<file path="config.mk">
export PLATFORM = sky130hd
export DESIGN_NAME = prog_divtimer
export DESIGN_NICKNAME = d
export VERILOG_FILES = /design/src/rtl/divt_pkg.sv /design/src/rtl/divt_counter.sv /design/src/rtl/divt_tap_sel.sv /design/src/rtl/divt_out_stage.sv /design/src/rtl/prog_divtimer.sv
export SDC_FILE = /design/constraint.sdc
export NUM_CORES = 1
export LEC_CHECK = 0
export BUFFER_PORTS_ARGS = -buffer_cell sky130_fd_sc_hd__buf_2
export CORE_ASPECT_RATIO = 0.9
export CORE_MARGIN = 1.5
export CORE_UTILIZATION = 35
export CTS_CLUSTER_SIZE = 16
export DETAILED_ROUTE_END_ITERATION = 8
export PLACE_DENSITY = 0.54
export SKIP_CTS_REPAIR_TIMING = 1
export SLEW_MARGIN = 20
export SYNTH_ARGS = -nofsm -noshare
export SYNTH_HDL_FRONTEND = slang
export SYNTH_SLANG_ARGS = --single-unit
</file>
<file path="constraint.sdc">
create_clock -name clk_i -period 5.25 [get_ports clk_i]
set_input_delay 0.2625 -clock clk_i [delete_from_list [all_inputs] [get_ports clk_i]]
set_output_delay 0.2625 -clock clk_i [all_outputs]
set_load 0.05 [all_outputs]
</file>
<file path="src/rtl/divt_pkg.sv">
package divt_pkg;

    typedef struct packed {
        logic held;       // one-shot hold state
        logic mode_seen;  // previous-cycle copy of the mode input
        logic level;      // registered output level
    } ostate_t;

    localparam ostate_t OSTATE_CLEAR = '0;

endpackage

</file>
<file path="src/rtl/divt_counter.sv">
module divt_counter #(
    parameter int CNT_W = 16
) (
    input  logic             clk_i,
    input  logic             restart_i,
    input  logic             tick_i,
    output logic [CNT_W-1:0] cnt_q,
    output logic [CNT_W-1:0] cnt_d
);

    always_comb begin
        cnt_d = cnt_q;
        if (restart_i) begin
            cnt_d = '0;
        end else if (tick_i) begin
            cnt_d = cnt_q + 1'b1;
        end
    end

    always_ff @(posedge clk_i) begin
        cnt_q <= cnt_d;
    end

endmodule

</file>
<file path="src/rtl/divt_tap_sel.sv">
module divt_tap_sel #(
    parameter int CNT_W  = 16,
    parameter int STG_00 = 13,
    parameter int STG_01 = 8,
    parameter int STG_10 = 10,
    parameter int STG_11 = 16,
    localparam int IDX_W = $clog2(CNT_W)
) (
    input  logic [1:0]       sel_i,
    input  logic [CNT_W-1:0] cnt_i,
    output logic             tap_o
);

    logic [IDX_W-1:0] idx;

    always_comb begin
        case (sel_i)
            2'b00:   idx = IDX_W'(STG_00 - 1);
            2'b01:   idx = IDX_W'(STG_01 - 1);
            2'b10:   idx = IDX_W'(STG_10 - 1);
            default: idx = IDX_W'(STG_11 - 1);
        endcase
    end

    assign tap_o = cnt_i[idx];

endmodule

</file>
<file path="src/rtl/divt_out_stage.sv">
module divt_out_stage
    import divt_pkg::*;
(
    input  logic clk_i,
    input  logic restart_i,
    input  logic mode_i,
    input  logic invert_i,
    input  logic tap_i,
    output logic level_o,
    output logic held_o,
    output logic mode_seen_o
);

    ostate_t st_d, st_q;
    logic    mode_rise;

    always_comb begin
        st_d      = st_q;
        mode_rise = mode_i & ~st_q.mode_seen;
        if (restart_i) begin
            st_d           = OSTATE_CLEAR;
            st_d.mode_seen = mode_i;
            st_d.level     = invert_i;
        end else begin
            if (mode_rise) begin
                st_d.held = 1'b0;
            end else if (!mode_i) begin
                st_d.held = st_q.held | tap_i;
            end
            st_d.mode_seen = mode_i;
            st_d.level     = (mode_i ? tap_i : st_d.held) ^ invert_i;
        end
    end

    always_ff @(posedge clk_i) begin
        st_q <= st_d;
    end

    assign level_o     = st_q.level;
    assign held_o      = st_q.held;
    assign mode_seen_o = st_q.mode_seen;

endmodule

</file>
<file path="src/rtl/prog_divtimer.sv">
module prog_divtimer #(
    parameter int CNT_W  = 16,
    parameter int STG_00 = 13,
    parameter int STG_01 = 8,
    parameter int STG_10 = 10,
    parameter int STG_11 = 16
) (
    input  logic       clk_i,
    input  logic       tick_i,
    input  logic       clear_i,
    input  logic       por_req_i,
    input  logic       por_block_i,
    input  logic [1:0] sel_i,
    input  logic       mode_i,
    input  logic       invert_i,
    output logic       tmr_o,
    output logic       run_o
);

    logic             restart;
    logic [CNT_W-1:0] cnt_q;
    logic [CNT_W-1:0] cnt_d;
    logic             tap;
    logic             latch_q;
    logic             mode_q;

    // Master clear wins; power-on request only when not blocked
    assign restart = clear_i | (por_req_i & ~por_block_i);
    assign run_o   = ~restart;

    divt_counter #(
        .CNT_W(CNT_W)
    ) u_cnt (
        .clk_i    (clk_i),
        .restart_i(restart),
        .tick_i   (tick_i),
        .cnt_q    (cnt_q),
        .cnt_d    (cnt_d)
    );

    // Tap the next count so the output register lines up with the counter
    divt_tap_sel #(
        .CNT_W (CNT_W),
        .STG_00(STG_00),
        .STG_01(STG_01),
        .STG_10(STG_10),
        .STG_11(STG_11)
    ) u_tap (
        .sel_i(sel_i),
        .cnt_i(cnt_d),
        .tap_o(tap)
    );

    divt_out_stage u_out (
        .clk_i      (clk_i),
        .restart_i  (restart),
        .mode_i     (mode_i),
        .invert_i   (invert_i),
        .tap_i      (tap),
        .level_o    (tmr_o),
        .held_o     (latch_q),
        .mode_seen_o(mode_q)
    );

endmodule

</file>
After elaboration in Yosys (flattened, before gate mapping) --
Index checks and enable logic that the tools add are counted.
Word-level totals: register bits after elaboration 19, bits in latches 0, memory bits (writable) 0, memory bits (read-only) 0, input port bits 9, output and inout bits 2, word-level logic and storage cells 27, memories kept 0
Operators by class: add/sub/neg operators 1, multiply operators 0, div/mod/pow operators 0, $lt $le $gt $ge 1, eq/ne operators 2, shift-type cells 0, muxes and demuxes 10, bitwise gates (word level) 8, reductions and logical operators 1
Operator list (count):
- $mux W16 | 2
- $add A16 B1 Y16 const B | 1
- $pmux W4 S3 | 1
- $mux W1 | 6
- $lt A4 B5 Y1 const B | 1
- $bmux W1 S4 | 1
- $not A1 Y1 | 3
- $and A1 B1 Y1 | 2
- $eq A2 B1 Y1 const B | 1
- $eq A2 B2 Y1 const B | 1
- $logic_not A2 Y1 | 1
- $or A1 B1 Y1 | 2
- $xor A1 B1 Y1 | 1

Longest topological paths before layout --
Gate-level depths: netlist of run 1.
depth after elaboration 13, depth in mapped cells 7, mapped depth without buffers 7

Hierarchy --
From an unflattened synthesis of run 1, not the netlist that was laid out.
Unflattened totals: cell total of the unflattened synthesis 92, area, all modules 882.1 µm²
Modules (own cells, without submodules):
- divt_counter | instances 1, cells an instance 79, area an instance 740.7 µm², sequential area each 320.3 µm²
- divt_out_stage | instances 1, cells an instance 9, area an instance 102.6 µm², sequential area each 60.1 µm²
- divt_tap_sel | instances 1, cells an instance 1, area an instance 22.5 µm², sequential area each 0.0 µm²
- prog_divtimer | instances 1, cells an instance 3, area an instance 16.3 µm², sequential area each 0.0 µm²

Worst setup path after synthesis of run 1 --
OpenSTA, ideal clock, no wires.
path kind reg2reg, start register u_cnt.cnt_q[0], end register u_out.st_q (netlist bit u_out.level_o), library setup time 0.072 ns, arrival time 1.579 ns, data required time 5.178 ns, path slack 3.599 ns, cell stages (with the launch flop) 8, buffers on the path 0, period minus slack after synthesis 1.651 ns, cells stage by stage dfxtp_1 -> ha_1 -> nand3_1 -> nor4_1 -> xnor2_1 -> nand2_1 -> a31oi_1 -> xnor2_1
RTL lines:
- start, declared | line divt_counter.sv:7 | output logic [CNT_W-1:0] cnt_q,
- start signal, assigned | line divt_counter.sv:21 | cnt_q <= cnt_d;
- end signal, assigned | line divt_out_stage.sv:36 | st_q <= st_d;
- end, declared | line divt_out_stage.sv:14 | ostate_t st_d, st_q;

==> results.sh, run 1 <==
export IMPL_status="finished, final reports clean"
export IMPL_buffer_levels_on_the_longest_clock_path=2
export IMPL_dpl_hpwl_um=1060
export IMPL_worst_path_largest_cell_delay_ps=440
export IMPL_design_final_nets=120
export IMPL_core_area_um2=2240
export IMPL_first_pass_grt_wire_length_um=2570
export IMPL_critPathKind="flip-flop to flip-flop"
export IMPL_worst_setup_path_end_kind="flip-flop"
export IMPL_cp_depth=7
export IMPL_drt_pass1_iterations=2
export IMPL_finalClockSkew_ps=2.46
export IMPL_cts_tree="done"
export IMPL_critPathLaunchType="flip-flop"
export IMPL_finalSetupTns_ps=0
export IMPL_htree_num_levels=1
export IMPL_floorplan_io_pins=11
export IMPL_total_power_uw=242
export IMPL_synth_seq_cells=19
export IMPL_min_period_over_period_pct=36.7
export IMPL_worst_slew_pin_slew_ps=624
export IMPL_yosys_warnings=0
export IMPL_synth_cell_area_um2=861
export IMPL_timing_final_crit_period_ps=1930
export IMPL_place_worst_setup_slack_ps=3350
export IMPL_mappedNetlistNets=108
export IMPL_multi_input_comb_area_um2=450
export IMPL_floorplan_die_area_um2=2770
export IMPL_finish_instance_area_um2=957
export IMPL_starting_drt_drc_count=7
export IMPL_crit_path_top_delay_cell="sky130_fd_sc_hd__nor4_1"
export IMPL_timing_final_hold_violations=0
export IMPL_crit_chain="ha_1 > nand3_1 > nor4_1 > xnor2_1 > nand2_1 > a31oi_1 > xnor2_1"
export IMPL_number_of_sinks_on_the_clock_net=19
export IMPL_power_density_nw_per_um2=253
export IMPL_layout_area_overhead_vs_synth_pct=11.2
export IMPL_die_height_um=50.1
export IMPL_report_final_setup_viol=0
export IMPL_synth_sequential_area_ratio_pct=44.2
export IMPL_seq_area_um2=380
export IMPL_cts_root_buf="sky130_fd_sc_hd__clkbuf_4"
export IMPL_place_gp_congestion=0.727
export IMPL_io_buffer_count=10
export IMPL_fmaxAchievable_mhz=519
export IMPL_setup_ws_ps=3320
export IMPL_hold_class="input pin to flip-flop"
export IMPL_clock_pin_slew_on_the_worst_setup_and_hold_paths_ps=100
export IMPL_p_leak_uw=0.000357
export IMPL_cts_buffers=3
export IMPL_drcViolationCount=0
export IMPL_place_area_um2=930
export IMPL_worstPathMaxFanout=5
export IMPL_cp_data_arrival_time_ps=2160
export IMPL_globalRouteOverflowTotal=0
export IMPL_grt_pass1_vias=585
export IMPL_postSynth_topFlopCell="sky130_fd_sc_hd__dfxtp_1"
export IMPL_slew_viol_final=0
export IMPL_totalWireLength_um=1470
export IMPL_avgSynthCellArea_um2=8.78
export IMPL_whs_path_depth=1
export IMPL_drv_max_cap_violation_count=0
export IMPL_grt_setup_unrepaired="false"
export IMPL_n_antenna_cell=0
export IMPL_layout_filler_cells=240
export IMPL_detailroute_via_count=670
export IMPL_grt_antenna_before_repair=0
export IMPL_routed_wire_length_per_instance_um=10.8
export IMPL_ir_drop_mv=0.136
export IMPL_post_synth_inst_count=98
export IMPL_path_delay_family="simple AND/OR/NAND/NOR gates"
export IMPL_cell_occurring_most_often_along_the_worst_timing_path="sky130_fd_sc_hd__xnor2_1"
export IMPL_drt_vias_per_instance=4.93
export IMPL_insertion_delay_ps=300
export IMPL_timing_slew_headroom_pct=58.4
export IMPL_required_ps=5490
export IMPL_grt_start_max_net_pins=20
export IMPL_starting_density_of_the_core_pct=38.4
export IMPL_drive_gt1_share_pct=16.5
export IMPL_num_rows=16
export IMPL_cp_buffers_inverters=0
export IMPL_timing_reg2reg_worst_path_depth=7
export IMPL_grt_usage_pct=12.0
export IMPL_async_reset_ff_share_pct=0
export IMPL_count_of_cell_types_in_the_netlist=26
export IMPL_number_of_flops_mapped_to_enable_cells_by_yosys=0
export IMPL_final_core_util_pct=42.7
export IMPL_floorplan_die_width_um=55.3
export IMPL_route_antenna_remaining_nets=0
## cell usage after synthesis, types with 2 or more instances
library cell	number	area [um^2]
sky130_fd_sc_hd__dfxtp_1	19	380
sky130_fd_sc_hd__nor2_1	18	67.6
sky130_fd_sc_hd__nand2_1	8	30.0
sky130_fd_sc_hd__xnor2_1	8	70.1
sky130_fd_sc_hd__xor2_1	6	52.6
sky130_fd_sc_hd__nand3_1	5	25.0
sky130_fd_sc_hd__inv_1	4	15.0
sky130_fd_sc_hd__nand4_1	4	25.0
sky130_fd_sc_hd__a21oi_1	3	15.0
sky130_fd_sc_hd__nor4_1	3	18.8
sky130_fd_sc_hd__o21ai_0	3	15.0
sky130_fd_sc_hd__nor2b_1	2	12.5
sky130_fd_sc_hd__or3_1	2	12.5
## layer usage
metal | vias to the layer above | part of all wire, % | track usage, % | wire length (um)
li1 | 352 | - | - | -
met3 | 2 | 4.8 | 5.51 | 70
met5 | - | 0 | 0 | 0
met2 | 10 | 45 | 19.4 | 658
met1 | 306 | 49 | 14.7 | 727
met4 | 0 | 1.0 | 2.44 | 15
## logic make-up (layout without fill, tap and decap cells)
logic type / after synthesis / after routing / share of synthesized area [%]
DFF: 19 / 19 / 44.2
adders and majority gates: 1 / 1 / 1.45
muxes: 1 / 1 / 1.16
buffers and inverters: 7 / 18 / 3.49
AOI/OAI and AO/OA: 9 / 9 / 6.83
xor gates and xnor gates: 14 / 14 / 14.2
and+or+nand+nor: 47 / 47 / 28.6
## per-stage QoR
stage               cells  hold WS, ps
floorplan              98          290
finish                136         75.0
detailed placement    132          384
CTS                   136         65.2
global placement      132          381
global route          136         50.6
## final timing paths
path | from | endpoint | slack, ps
hold reg to reg | u_out.held_o | u_out.held_o | 480
hold / removal | mode_i | u_out.mode_seen_o | 70
setup reg to reg | u_cnt.cnt_q[0] | u_out.level_o | 3320
setup / recovery | u_cnt.cnt_q[0] | u_out.level_o | 3320
## worst register-to-register path: cells and delay by family, from the launching register on
family,cells,cell delay [ps]
adder cells (fa/ha/maj),1,210
AND/OR/NAND/NOR,3,720
AO/OA/AOI/OAI,1,210
flip-flops,1,390
XOR/XNOR,2,340
## cell type report
type	count	share of cell area, %
clock inverters	1	0.523
repair buffers	10	5.23
well taps	27	3.53
flip-flops and latches	19	39.7
inverters	4	1.57
clock buffers	3	2.35
multi-input cells	72	47.1
## registers in the layout, indices dropped and copies added, names as in the netlist
signal / flops
u_out.held_o: 1
u_out.mode_seen_o: 1
u_cnt.cnt_q: 16
u_out.level_o: 1
## layout by cell type (no fill, tap or decap), types with 2 or more instances in the layout
master / instances
sky130_fd_sc_hd__nand4_1: 4
sky130_fd_sc_hd__inv_1: 4
sky130_fd_sc_hd__a21oi_1: 3
sky130_fd_sc_hd__nor2b_1: 2
sky130_fd_sc_hd__clkbuf_4: 3
sky130_fd_sc_hd__nor2_1: 18
sky130_fd_sc_hd__xnor2_1: 8
sky130_fd_sc_hd__dfxtp_1: 19
sky130_fd_sc_hd__or3_1: 2
sky130_fd_sc_hd__o21ai_0: 3
sky130_fd_sc_hd__xor2_1: 6
sky130_fd_sc_hd__nand3_1: 5
sky130_fd_sc_hd__nor4_1: 3
sky130_fd_sc_hd__nand2_1: 8
sky130_fd_sc_hd__buf_2: 10
## where the power goes
part	total (uW)	internal [uW]	switching, uW
Clock	73.6	28.4	45.2
Combinational	20.2	7.09	13.2
Sequential	148	147	1.43
Total	242	182	59.8
Power figures use the tool's default switching activity.
==> run 2, diff against run 1 <==
Settings changed: PLACE_DENSITY 0.54 to 0.56.
Clock period 5.25 ns to 1.55 ns, I/O delays scaled along.
==> results.sh, run 2 (synthesized netlist as in run 1, its figures left out) <==
export IMPL_timing_slew_headroom_pct=78.3
export IMPL_power_density_nw_per_um2=696
export IMPL_grt_usage_pct=13.7
export IMPL_drcViolationCount=0
export IMPL_largest_register_ff_count=16
export IMPL_cts_root_buf="sky130_fd_sc_hd__clkbuf_4"
export IMPL_starting_drt_drc_count=10
export IMPL_n_antenna_cell=0
export IMPL_layout_area_overhead_vs_synth_pct=40.8
export IMPL_slew_viol_final=0
export IMPL_status="finished, violations left"
export IMPL_critPathLaunchType="flip-flop"
export IMPL_drt_vias_per_instance=4.86
export IMPL_htree_num_levels=1
export IMPL_die_height_um=50.1
export IMPL_drt_pass1_iterations=4
export IMPL_place_gp_congestion=0.722
export IMPL_place_area_um2=1070
export IMPL_totalWireLength_um=1830
export IMPL_timing_final_hold_violations=0
export IMPL_clock_pin_slew_on_the_worst_setup_and_hold_paths_ps=110
export IMPL_routed_wire_length_per_instance_um=11.7
export IMPL_first_pass_grt_wire_length_um=2910
export IMPL_power_share_clock_pct=30.5
export IMPL_floorplan_io_pins=11
export IMPL_place_detailed_instances=149
export IMPL_number_of_sinks_on_the_clock_net=19
export IMPL_insertion_delay_ps=310
export IMPL_largest_register="u_cnt.cnt_q"
export IMPL_finish_cell_count_without_fillers=156
export IMPL_timing_final_crit_period_ps=1570
export IMPL_drv_max_cap_violation_count=0
export IMPL_globalRouteOverflowTotal=0
export IMPL_report_final_setup_viol=2
export IMPL_switching_share_pct=25.8
export IMPL_layout_commonest_cell="sky130_fd_sc_hd__buf_4"
export IMPL_starting_density_of_the_core_pct=38.4
export IMPL_detailroute_via_count=758
export IMPL_required_ps=1790
export IMPL_buffer_levels_on_the_longest_clock_path=2
export IMPL_cell_internal_power_uw=626
export IMPL_cts_tree="done"
export IMPL_floorplan_die_width_um=55.3
export IMPL_finish_instance_area_um2=1210
export IMPL_p_seq_share_pct=59.5
export IMPL_hold_class="input pin to flip-flop"
export IMPL_floorplan_die_area_um2=2770
export IMPL_dpl_hpwl_um=1300
export IMPL_worst_slew_pin_slew_ps=322
export IMPL_finalClockSkew_ps=5.07
export IMPL_globalRouteMet2Util_pct=22.8
export IMPL_cp_data_arrival_time_ps=1810
export IMPL_violations="negative setup slack"
export IMPL_p_leak_uw=0.000516
export IMPL_power_switching_uw=218
export IMPL_power_combinational_fraction_pct=10.0
export IMPL_setup_ws_ps=-20.2
export IMPL_fmaxAchievable_mhz=637
export IMPL_grt_met1_usage_pct=15.8
export IMPL_grt_antenna_before_repair=0
export IMPL_ir_drop_mv=0.473
export IMPL_min_period_over_period_pct=101
export IMPL_cts_buffers=3
export IMPL_grt_use_met3_pct=5.51
export IMPL_io_buffer_count=10
export IMPL_grt_setup_unrepaired="true"
export IMPL_layout_common_cells="sky130_fd_sc_hd__buf_4, sky130_fd_sc_hd__nor2_1, sky130_fd_sc_hd__buf_2, sky130_fd_sc_hd__dfxtp_2"
export IMPL_worst_setup_path_end_kind="flip-flop"
export IMPL_design_final_nets=140
export IMPL_drive_gt1_share_pct=43.4
export IMPL_layout_filler_cells=212
export IMPL_worstPathMaxFanout=5
export IMPL_grt_pass1_vias=708
export IMPL_num_rows=16
export IMPL_route_antenna_remaining_nets=0
export IMPL_core_area_um2=2240
export IMPL_grt_start_max_net_pins=14
export IMPL_critPathKind="flip-flop to flip-flop"
export IMPL_grt_busiest_layer="met2"
[run 2: worst max-delay path: stages, from the launching register on]
cell and delay [ps]:
sky130_fd_sc_hd__dfxtp_2 370, sky130_fd_sc_hd__nand4_4 190, sky130_fd_sc_hd__nor4_4 340, sky130_fd_sc_hd__xnor2_2 170
sky130_fd_sc_hd__nand2_1 110, sky130_fd_sc_hd__a31oi_2 200, sky130_fd_sc_hd__xnor2_1 120
[run 2: per-layer routing]
metal	wire [um]	vias up
met2	952	13
met4	13	0
met3	65	2
met1	798	351
met5	0	-
li1	-	392
[run 2: power by group through the flow]
stage	Clock, uW	Combinational, uW	Sequential, uW
3_5_place_dp	0	77.4	513
6_report	258	84.1	502
5_1_grt	298	91.5	503
3_3_place_gp	0	75.9	512
2_1_floorplan	0	40.7	522
4_1_cts	270	77.5	501
[run 2: path summary, 6_finish.rpt]
path | depth (start not counted) | slack [ps] | from | endpoint
hold reg to reg | 2 | 480 | u_out.held_o | u_out.held_o
setup reg to reg | 6 | -20 | u_cnt.cnt_q[6] | u_out.level_o
setup / recovery | 6 | -20 | u_cnt.cnt_q[6] | u_out.level_o
hold / removal | 3 | 140 | tick_i | u_cnt.cnt_q[0]
[run 2: final cells by class]
type	instances	area (um^2)	area share, %
Timing Repair Buffer	30	205	16.9
Multi-Input combinational cell	72	534	44.1
Clock inverter	1	5.00	0.413
Sequential cell	19	397	32.7
Tap cell	27	33.8	2.79
Clock buffer	3	22.5	1.86
Inverter	4	15.0	1.24
[run 2: stage by stage]
step	total power (uW)	setup WS (ps)	utilization [%]	hold WS [ps]	setup TNS, ps
6_report	844	-20.2	54.1	140	-22.9
5_1_grt	892	-121	54.1	151	-221
4_1_cts	849	-121	49.2	-126	-146
3_5_place_dp	590	-73.3	47.9	199	-73.3
3_3_place_gp	588	-40.8	47.9	198	-40.8
2_1_floorplan	563	4.98	-	105	0
==> run 3, diff against run 2 <==
Settings changed: ABC_AREA set to 1, PLACE_DENSITY 0.56 to 0.55.
==> results.sh, run 3 <==
export IMPL_status="finished, final reports clean"
export IMPL_synth_area_top_cells="sky130_fd_sc_hd__dfxtp_1, sky130_fd_sc_hd__nand2_1, sky130_fd_sc_hd__inv_1"
export IMPL_async_reset_ff_share_pct=0
export IMPL_largest_register_ff_count=16
export IMPL_number_of_flops_mapped_to_enable_cells_by_yosys=0
export IMPL_starting_drt_drc_count=20
export IMPL_count_of_cell_types_in_the_netlist=28
export IMPL_grt_antenna_before_repair=0
export IMPL_core_area_um2=2750
export IMPL_clock_pin_slew_on_the_worst_setup_and_hold_paths_ps=110
export IMPL_htree_num_levels=1
export IMPL_critPathKind="flip-flop to flip-flop"
export IMPL_cp_data_arrival_time_ps=1640
export IMPL_synth_sequential_area_ratio_pct=37.6
export IMPL_drive_gt1_share_pct=30.3
export IMPL_finalClockSkew_ps=4.10
export IMPL_ir_drop_mv=0.303
export IMPL_num_rows=18
export IMPL_finish_instance_area_um2=1200
export IMPL_routed_wire_length_per_instance_um=10.2
export IMPL_drt_pass1_iterations=4
export IMPL_layout_area_overhead_vs_synth_pct=18.3
export IMPL_n_antenna_cell=0
export IMPL_required_ps=1760
export IMPL_layout_common_cells="sky130_fd_sc_hd__nand2_1, sky130_fd_sc_hd__inv_1, sky130_fd_sc_hd__dfxtp_1"
export IMPL_synth_seq_cells=19
export IMPL_drt_vias_per_instance=4.64
export IMPL_total_power_uw=841
export IMPL_timing_final_hold_violations=0
export IMPL_postSynth_topFlopCell="sky130_fd_sc_hd__dfxtp_1"
export IMPL_grt_usage_pct=13.3
export IMPL_power_density_nw_per_um2=702
export IMPL_worst_setup_path_end_kind="flip-flop"
export IMPL_final_core_util_pct=43.6
export IMPL_post_synth_inst_count=137
export IMPL_layout_commonest_cell="sky130_fd_sc_hd__nand2_1"
export IMPL_cts_tree="done"
export IMPL_buffer_levels_on_the_longest_clock_path=2
export IMPL_number_of_sinks_on_the_clock_net=19
export IMPL_cts_buffers=3
export IMPL_detailroute_via_count=890
export IMPL_drcViolationCount=0
export IMPL_globalRouteOverflowTotal=0
export IMPL_place_worst_setup_slack_ps=63.6
export IMPL_timing_slew_headroom_pct=75.5
export IMPL_drv_max_cap_violation_count=0
export IMPL_critPathLaunchType="flip-flop"
export IMPL_design_final_nets=163
export IMPL_worstPathMaxFanout=3
export IMPL_avgSynthCellArea_um2=7.39
export IMPL_report_final_setup_viol=0
export IMPL_dpl_hpwl_um=1450
export IMPL_place_area_um2=1100
export IMPL_timing_final_crit_period_ps=1430
export IMPL_cts_root_buf="sky130_fd_sc_hd__clkbuf_4"
export IMPL_floorplan_die_area_um2=3220
export IMPL_place_detailed_instances=186
export IMPL_floorplan_io_pins=11
export IMPL_synth_cell_area_um2=1010
export IMPL_place_gp_congestion=0.808
export IMPL_insertion_delay_ps=300
export IMPL_slew_viol_final=0
export IMPL_p_leak_uw=0.000456
export IMPL_starting_density_of_the_core_pct=36.8
export IMPL_grt_pass1_vias=759
export IMPL_most_used_standard_cells_in_the_synthesized_netlist="sky130_fd_sc_hd__nand2_1, sky130_fd_sc_hd__dfxtp_1, sky130_fd_sc_hd__inv_1"
export IMPL_yosysMostFrequentCell="sky130_fd_sc_hd__nand2_1"
export IMPL_finish_cell_count_without_fillers=192
export IMPL_synth_largest_type_area_fraction_pct=37.6
export IMPL_dominant_cell_type_by_area_after_synthesis="sky130_fd_sc_hd__dfxtp_1"
export IMPL_yosys_warnings=0
export IMPL_setup_ws_ps=118
export IMPL_fmaxAchievable_mhz=698
export IMPL_totalWireLength_um=1950
export IMPL_die_height_um=54.0
export IMPL_grt_start_max_net_pins=13
export IMPL_largest_register="u_cnt.cnt_q"
export IMPL_min_period_over_period_pct=92.4
export IMPL_mappedNetlistNets=147
export IMPL_route_antenna_remaining_nets=0
export IMPL_floorplan_die_width_um=59.7
export IMPL_first_pass_grt_wire_length_um=3170
export IMPL_worst_slew_pin_slew_ps=366
export IMPL_hold_class="input pin to flip-flop"
export IMPL_io_buffer_count=10
run 3: report_power, final:
group	switching (uW)	leakage, uW	total (uW)	internal [uW]
Sequential	4.06	0.000156	500	496
Clock	154	0.0000150	255	100
Combinational	56.5	0.000285	86.2	29.7
Total	215	0.000456	841	626
run 3: critical path: stages, from the launching register on:
cell and delay, ps:
sky130_fd_sc_hd__dfxtp_2 370, sky130_fd_sc_hd__ha_4 160, sky130_fd_sc_hd__nand3_4 80, sky130_fd_sc_hd__nor2_4 140, sky130_fd_sc_hd__nand3_2 60, sky130_fd_sc_hd__nand2_1 100, sky130_fd_sc_hd__nand2_2 60, sky130_fd_sc_hd__nand3_2 60
sky130_fd_sc_hd__nand3_2 100, sky130_fd_sc_hd__nand2_2 80, sky130_fd_sc_hd__nand2_1 50, sky130_fd_sc_hd__nand2_1 50, sky130_fd_sc_hd__nand2_1 40
run 3: worst paths after layout:
| path | startpoint | to | slack, ps | cells after the start |
|---|---|---|---|---|
| max | u_cnt.cnt_q[1] | u_out.level_o | 120 | 12 |
| min | invert_i | u_out.level_o | 10 | 3 |
| max reg2reg | u_cnt.cnt_q[1] | u_out.level_o | 120 | 12 |
| min reg2reg | u_cnt.cnt_q[14] | u_cnt.cnt_q[14] | 480 | 2 |
run 3: through the flow:
stage	setup TNS [ps]	hold WS (ps)
finish	0	11.1
global route	-11.3	17.4
CTS	0	-122
detailed placement	0	200
global placement	0	195
floorplan	0	105
run 3: cell families (layout without fill, tap and decap cells):
group	after synthesis	after routing	synth area share, %
flip-flops	19	19	37.6
XOR/XNOR	2	2	1.73
adder cells (fa/ha/maj)	1	1	1.24
AO/OA/AOI/OAI	18	18	11.0
buffers and inverters	22	37	9.89
AND/OR/NAND/NOR	75	75	38.6
run 3: final cells by class:
class,instances,area [um^2]
Sequential cell,19,385
Fill cell,294,1550
Timing Repair Buffer,14,82.6
Multi-Input combinational cell,96,582
Inverter,19,71.3
Tap cell,40,50.0
Clock buffer,4,26.3
run 3: routing by layer:
layer | global-route usage, % | share of wire, % | up-vias
li1 | - | - | 474
met1 | 17.0 | 50 | 399
met2 | 21.6 | 45 | 15
met3 | 4.57 | 4.3 | 2
met4 | 3.33 | 0.51 | 0
met5 | 0 | 0 | -
